$ cat src/rtl/warp_coalescer.sv
module warp_coalescer #(
  parameter int LANES      = 32,
  parameter int ADDR_W     = 32,
  parameter int LINE_BYTES = 128,
  parameter int WORD_BYTES = 4,
  localparam int OFF_W  = $clog2(LINE_BYTES),
  localparam int LINE_W = ADDR_W - OFF_W,
  localparam int CNT_W  = $clog2(LANES * LINE_BYTES + 1)
) (
  input  logic                    clk,
  input  logic                    rst_n,
  input  logic                    req_valid,
  output logic                    req_ready,
  input  logic [LANES-1:0]        req_mask,
  input  logic [LANES*ADDR_W-1:0] req_addr,
  output logic                    txn_valid,
  input  logic                    txn_ready,
  output logic [LINE_W-1:0]       txn_line,
  output logic                    txn_last,
  output logic                    done,
  output logic [CNT_W-1:0]        req_bytes,
  output logic [CNT_W-1:0]        xfer_bytes
);

  logic              busy;
  logic [LANES-1:0]  pend, match, rest;
  logic [LINE_W-1:0] lines [LANES];
  logic [LINE_W-1:0] min_line;
  logic [CNT_W-1:0]  act_cnt;

  wire accept = req_valid && req_ready;
  wire fire   = txn_valid && txn_ready;

  always_comb begin
    min_line = '1;
    for (int l = 0; l < LANES; l++)
      if (pend[l] && lines[l] < min_line) min_line = lines[l];
  end

  genvar g;
  generate
    for (g = 0; g < LANES; g++) begin : g_lane
      assign match[g] = pend[g] && (lines[g] == min_line);
    end
  endgenerate

  always_comb begin
    act_cnt = '0;
    for (int l = 0; l < LANES; l++) act_cnt = act_cnt + CNT_W'(req_mask[l]);
  end

  assign rest      = pend & ~match;
  assign req_ready = !busy;
  assign txn_valid = busy;
  assign txn_line  = min_line;
  assign txn_last  = busy && (rest == '0);

  always_ff @(posedge clk) begin
    if (!rst_n) begin
      busy       <= 1'b0;
      done       <= 1'b0;
      pend       <= '0;
      req_bytes  <= '0;
      xfer_bytes <= '0;
      for (int l = 0; l < LANES; l++) lines[l] <= '0;
    end else begin
      done <= 1'b0;
      if (accept) begin
        for (int l = 0; l < LANES; l++)
          lines[l] <= req_addr[l*ADDR_W+OFF_W +: LINE_W];
        pend       <= req_mask;
        busy       <= |req_mask;
        done       <= ~|req_mask;
        req_bytes  <= act_cnt * CNT_W'(WORD_BYTES);
        xfer_bytes <= '0;
      end else if (fire) begin
        pend       <= rest;
        xfer_bytes <= xfer_bytes + CNT_W'(LINE_BYTES);
        if (rest == '0) begin
          busy <= 1'b0;
          done <= 1'b1;
        end
      end
    end
  end

  AST_LINE_HOLD: assert property (@(posedge clk) disable iff (!rst_n)
    txn_valid && !txn_ready |=> txn_valid && $stable(txn_line));
  AST_ASCENDING: assert property (@(posedge clk) disable iff (!rst_n)
    fire && !txn_last |=> txn_valid && (txn_line > $past(txn_line)));
  AST_DONE_AFTER_LAST: assert property (@(posedge clk) disable iff (!rst_n)
    fire && txn_last |=> done && req_ready);
  AST_EMPTY_MASK: assert property (@(posedge clk) disable iff (!rst_n)
    accept && (req_mask == '0) |=> done && !txn_valid && (xfer_bytes == '0));
  AST_REQ_LE_XFER: assert property (@(posedge clk) disable iff (!rst_n)
    done |-> req_bytes <= xfer_bytes || (xfer_bytes == '0 && req_bytes == '0));
  AST_NO_DONE_BUSY: assert property (@(posedge clk) disable iff (!rst_n)
    done |-> !txn_valid);
  AST_BUSY_HOLDS: assert property (@(posedge clk) disable iff (!rst_n)
    txn_valid && !(txn_ready && txn_last) |=> !req_ready);

endmodule

$ cat config.mk
export PLATFORM = sky130hd
export DESIGN_NAME = warp_coalescer
export DESIGN_NICKNAME = d
export VERILOG_FILES = /design/src/rtl/warp_coalescer.sv
export SDC_FILE = /design/constraint.sdc
export NUM_CORES = 2
export LEC_CHECK = 0
export ABC_AREA = 1
export BUFFER_PORTS_ARGS = -buffer_cell sky130_fd_sc_hd__buf_2
export CORE_AREA = 2 2 433 435
export CTS_CLUSTER_SIZE = 10
export DETAILED_ROUTE_END_ITERATION = 10
export DIE_AREA = 0 0 435 437
export PLACE_DENSITY = 0.65
export SYNTH_ARGS = -nofsm -noshare
export SYNTH_HDL_FRONTEND = slang
export SYNTH_SLANG_ARGS = --single-unit
export TNS_END_PERCENT = 1
$ cat constraint.sdc
create_clock -name clk -period 94.3 [get_ports clk]
set_input_delay 4.715 -clock clk [delete_from_list [all_inputs] [get_ports clk]]
set_output_delay 4.715 -clock clk [all_outputs]
set_load 0.1 [all_outputs]
==> results summary <==
The flow ran to the end, and the final reports show no timing, DRC or antenna violations. For this run, the number of Yosys warnings is 0. The global-route congestion overflow total came out at 0. The share of power burned in combinational logic came out at 68.9%. In this run the cell area of the synthesized design comes to 77600 um^2. Yosys attributes the largest share of cell area to edfxtp_1 (31%), nand2_1 (19%), ha_1 (10%), inv_1 (8.6%), nor2_1 (5.1%). The total clock sinks is 846. For the pin with the worst max-slew slack, the measured transition is 1390 ps. On the worst path, the slowest cell contributes a delay of 870 ps. The areal power density over the cells came out at 34.3 nW/um^2. The worst setup path is of the flip-flop to output port kind. The layout net count came out at 13.7k.

The pin count of the biggest net entering global routing came out at 221. The required time of the critical path is 89590 ps. After detailed routing, the average wire length per cell comes to 23.4 um.

The share of total power in sequential cells came out at 17.0%. In the synthesized netlist the dominant register cell turns out to be edfxtp_1. The max-slew violation total from the final report is 0. The maximum frequency from static timing analysis is 0.0113 GHz. The synthesized netlist devotes 8.35% of its cell area to compound gates. For this design, the CTS-stage hold fixing added 0 buffers.

The number of I/O port buffers came out at 876. Broken down by cell family, the worst path's largest delay share belongs to simple AND/OR/NAND/NOR gates. The initial antenna violation count came to 11. The post-CTS resize count came out at 0. The number of setup violations in the final report came out at 0. Together, buffers and inverters on the worst path number 17. The critical path arrival came out at 83780 ps.

After synthesis, the share of flip-flops with an asynchronous set or reset is 0%. The highest ir drop seen on vdd is 0.0431 mV. The average instance in the mapped netlist occupies 6.88 um^2. The first-pass GRT wire length came out at 477000 um. Of the total synthesized cell area, the portion taken by XOR and XNOR cells is 1.55%. No sink is reached through more buffers than the 3 on the longest clock path.

The total half-perimeter wirelength after legalization and detailed placement is 253000 um. The worst setup path is launched from a flip-flop. The summed area of non-filler cells in the final layout came out at 85900 um^2. The post-synthesis to final-layout area growth is 10.7%. The area after detailed placement came out at 82500 um^2. The largest clock skew in the final design is 40.5 ps. The clock network burns 14.1% of the power. The worst hold path terminates at req_bytes[7]$_SDFFE_PN0P_. By area, the combinational part of the netlist is dominated by simple AND/OR/NAND/NOR gates. The number of hold-slack violations in the final timing report came out at 0.

In this run the critical register-to-register path is launched from lines[0][12]$_SDFFCE_PN0P_. The sequential area share after synthesis came out at 32.1%. The post-layout utilization of the core is 46.4%. For this configuration, the core starts out at a cell density of 41.9%. The synthesized netlist contains 66 unique library cells. After Yosys synthesis, full adders, half adders and majority gates account for 10.9% of the synthesized area.

The number of detailed-route iterations in the first pass is 7. Setup repair after global routing left no endpoint under its margin. In this run the critical register-to-register path is captured at txn_valid$_SDFFE_PN0P_. The simple-gate portion of the synthesized area came out at 33.9%. The remaining antenna violation count came out at 0. 1115 I/O pins were placed. The core box area came out at 185000 um^2. The overall die width is 435 um. The static leakage power came out at 0.0465 uW. The number of enable flip-flop cells after synthesis came out at 800.

Once layout is complete, the cells apart from fillers number 14.5k. The number of placement rows is 158. For the worst-skew pair, the clock arrives at the later sink with an insertion delay of 810 ps. The total of max-cap violations came out at 0.

The worst register-to-register path has a depth of 308. The number of global-route vias before repair was 70.2k. The detailed-route vias per instance is 5.29.

The synthesized design devotes to its leading area cell type 31.0% of total area. Of the available clock period, the critical path in the final layout requires 93.8%. For flop-to-flop paths, the worst setup slack is 12020 ps. The die outline height is 437 um. The routability congestion estimate from global placement is 1.01.

In this run, synthesis produced a sequential element count of 846. The internal cell power is 1210 uW. The total CTS buffers came out at 108. The routed via count is 76.7k. The shortest clock period the worst path allows after layout came out at 88490 ps. After technology mapping, the gate count stands at 11.3k. The min-delay analysis places its worst path in the category flip-flop to flip-flop. The count of placed standard cells including taps came out at 14.3k.

The post-route netlist has 13.5% of its cells at a drive strength greater than 1. In this run the number of H-tree levels came out at 3. The leading area contributor after synthesis is edfxtp_1. The iteration-0 DRC count of the detailed router came out at 8410.

The remaining max-slew budget at the tightest pin is 7.28%. The switching share of power came out at 59.0%. In the synthesized netlist, mux cells make up 0.0774% of the area. The power dissipated by switching net loads came out at 1740 uW.

On the critical path, the stage with the largest delay is an instance of nor4_1. The CTS clock-pin slew for the worst setup and hold paths came out at 60 ps. Along the worst hold path, the cell count comes to 2. Fill cells in the final layout number 18.9k. The most prevalent standard cell on the critical path is nand2_1. The setup TNS came out at 0 ps.

After detailed routing, the number of remaining DRC violations is 0. In this run the worst setup path begins at lines[0][12]$_SDFFCE_PN0P_. The TritonCTS clock tree is done.

Buffers added to address setup during post-CTS repair amount to 0. The worst hold path begins at req_bytes[7]$_SDFFE_PN0P_. The total track usage came out at 34.6%. Summing internal, switching and leakage power gives 2940 uW. The tree is rooted in a clkbuf_16. The peak fanout along the critical path is 49. The floorplan step defined a die boundary enclosing 190000 um^2. The sort of element at the end of the critical path is an output port. The total routed wirelength is 340000 um.
-- registers in the layout, summed over array words and instances (netlist names) --
name,count
done,1
pend,32
req_bytes,6
xfer_bytes,6
txn_valid,1
lines,800
-- layer usage --
metal / track usage, % / share of wire, % / vias up
li1: - / - / 36800
met5: 0 / 0.0082 / -
met4: 23.7 / 8.3 / 4
met3: 4.96 / 8.4 / 852
met1: 45.1 / 41 / 35400
met2: 53.0 / 43 / 3675
-- synthesized netlist by cell type (all sizes together) (66+ instances only) --
library cell and number:
clkbuf 180, nand2 4378, a211oi 76, nand3 611, inv 1813, a21oi 249
nand4 66, o21ai 682, ha 635, buf 221, edfxtp 800, nor2 1072
xor2 122
-- logic make-up after synthesis --
| family | Yosys count |
|---|---|
| AND/OR/NAND/NOR | 6263 |
| XOR/XNOR | 128 |
| buffers and inverters | 2261 |
| flip-flops | 846 |
| other | 1 |
| adder cells (fa/ha/maj) | 659 |
| multiplexers | 6 |
| AO/OA/AOI/OAI | 1123 |
-- worst max path at each step --
stage	to	cells past startpoint	slack [ps]
CTS	txn_last	308	6640
finish	txn_last	308	5810
global route	txn_last	307	180
detailed placement	txn_last	308	7660
floorplan	txn_last	377	25940
global placement	txn_last	307	8580
-- final cells by class --
| class | count | area [um^2] | area share [%] |
|---|---|---|---|
| tap | 2480 | 3100 | 3.61 |
| clock buffer | 148 | 2950 | 3.44 |
| timing repair buffer | 930 | 4840 | 5.63 |
| multi-input combinational | 8194 | 42700 | 49.6 |
| clock inverter | 40 | 429 | 0.499 |
| sequential | 846 | 24900 | 29.0 |
| antenna | 5 | 12.5 | 0.0146 |
| inverter | 1859 | 7000 | 8.15 |
-- worst min-delay path, cell delays in order, from the launching register on --
cell     delay, ps
dfxtp_1        310
nand2_1         60
nand2_1         40
-- power groups by stage --
stage | Combinational, uW | Clock, uW | Sequential [uW]
CTS | 1970 | 421 | 499
global route | 2170 | 433 | 503
floorplan | 1300 | 0 | 506
detailed placement | 1960 | 0 | 506
global placement | 1930 | 0 | 506
finish | 2030 | 416 | 501
-- cell usage in the layout, fill, tap and decap left out, types with 34 or more instances in the layout --
| cell | Yosys | routed |
|---|---|---|
| nand2_1 | 4000 | 3993 |
| inv_1 | 1780 | 1777 |
| nor2_1 | 1050 | 1049 |
| buf_2 | 42 | 875 |
| edfxtp_1 | 800 | 800 |
| o21ai_0 | 660 | 660 |
| ha_1 | 635 | 635 |
| nand3_1 | 586 | 586 |
| nand2_2 | 300 | 299 |
| a21oi_1 | 213 | 213 |
| xor2_1 | 111 | 111 |
| clkbuf_16 | 0 | 109 |
| nand2_4 | 76 | 85 |
| a211oi_1 | 76 | 76 |
| nand4_1 | 66 | 66 |
| clkinv_1 | 41 | 51 |
| buf_4 | 68 | 51 |
| dfxtp_1 | 46 | 46 |
| o21bai_1 | 38 | 38 |
| o211ai_1 | 37 | 37 |
| nor3_1 | 36 | 36 |
| inv_2 | 33 | 34 |
-- stage by stage --
step                      setup slack (ps)  hold WS (ps)
after floorplan                      25940           457
after global placement                8580           443
final                                 5810           461
after global routing                   183           495
after CTS                             6640           465
after detailed placement              7660           455
Note: power is estimated with default switching activity, not from simulation.
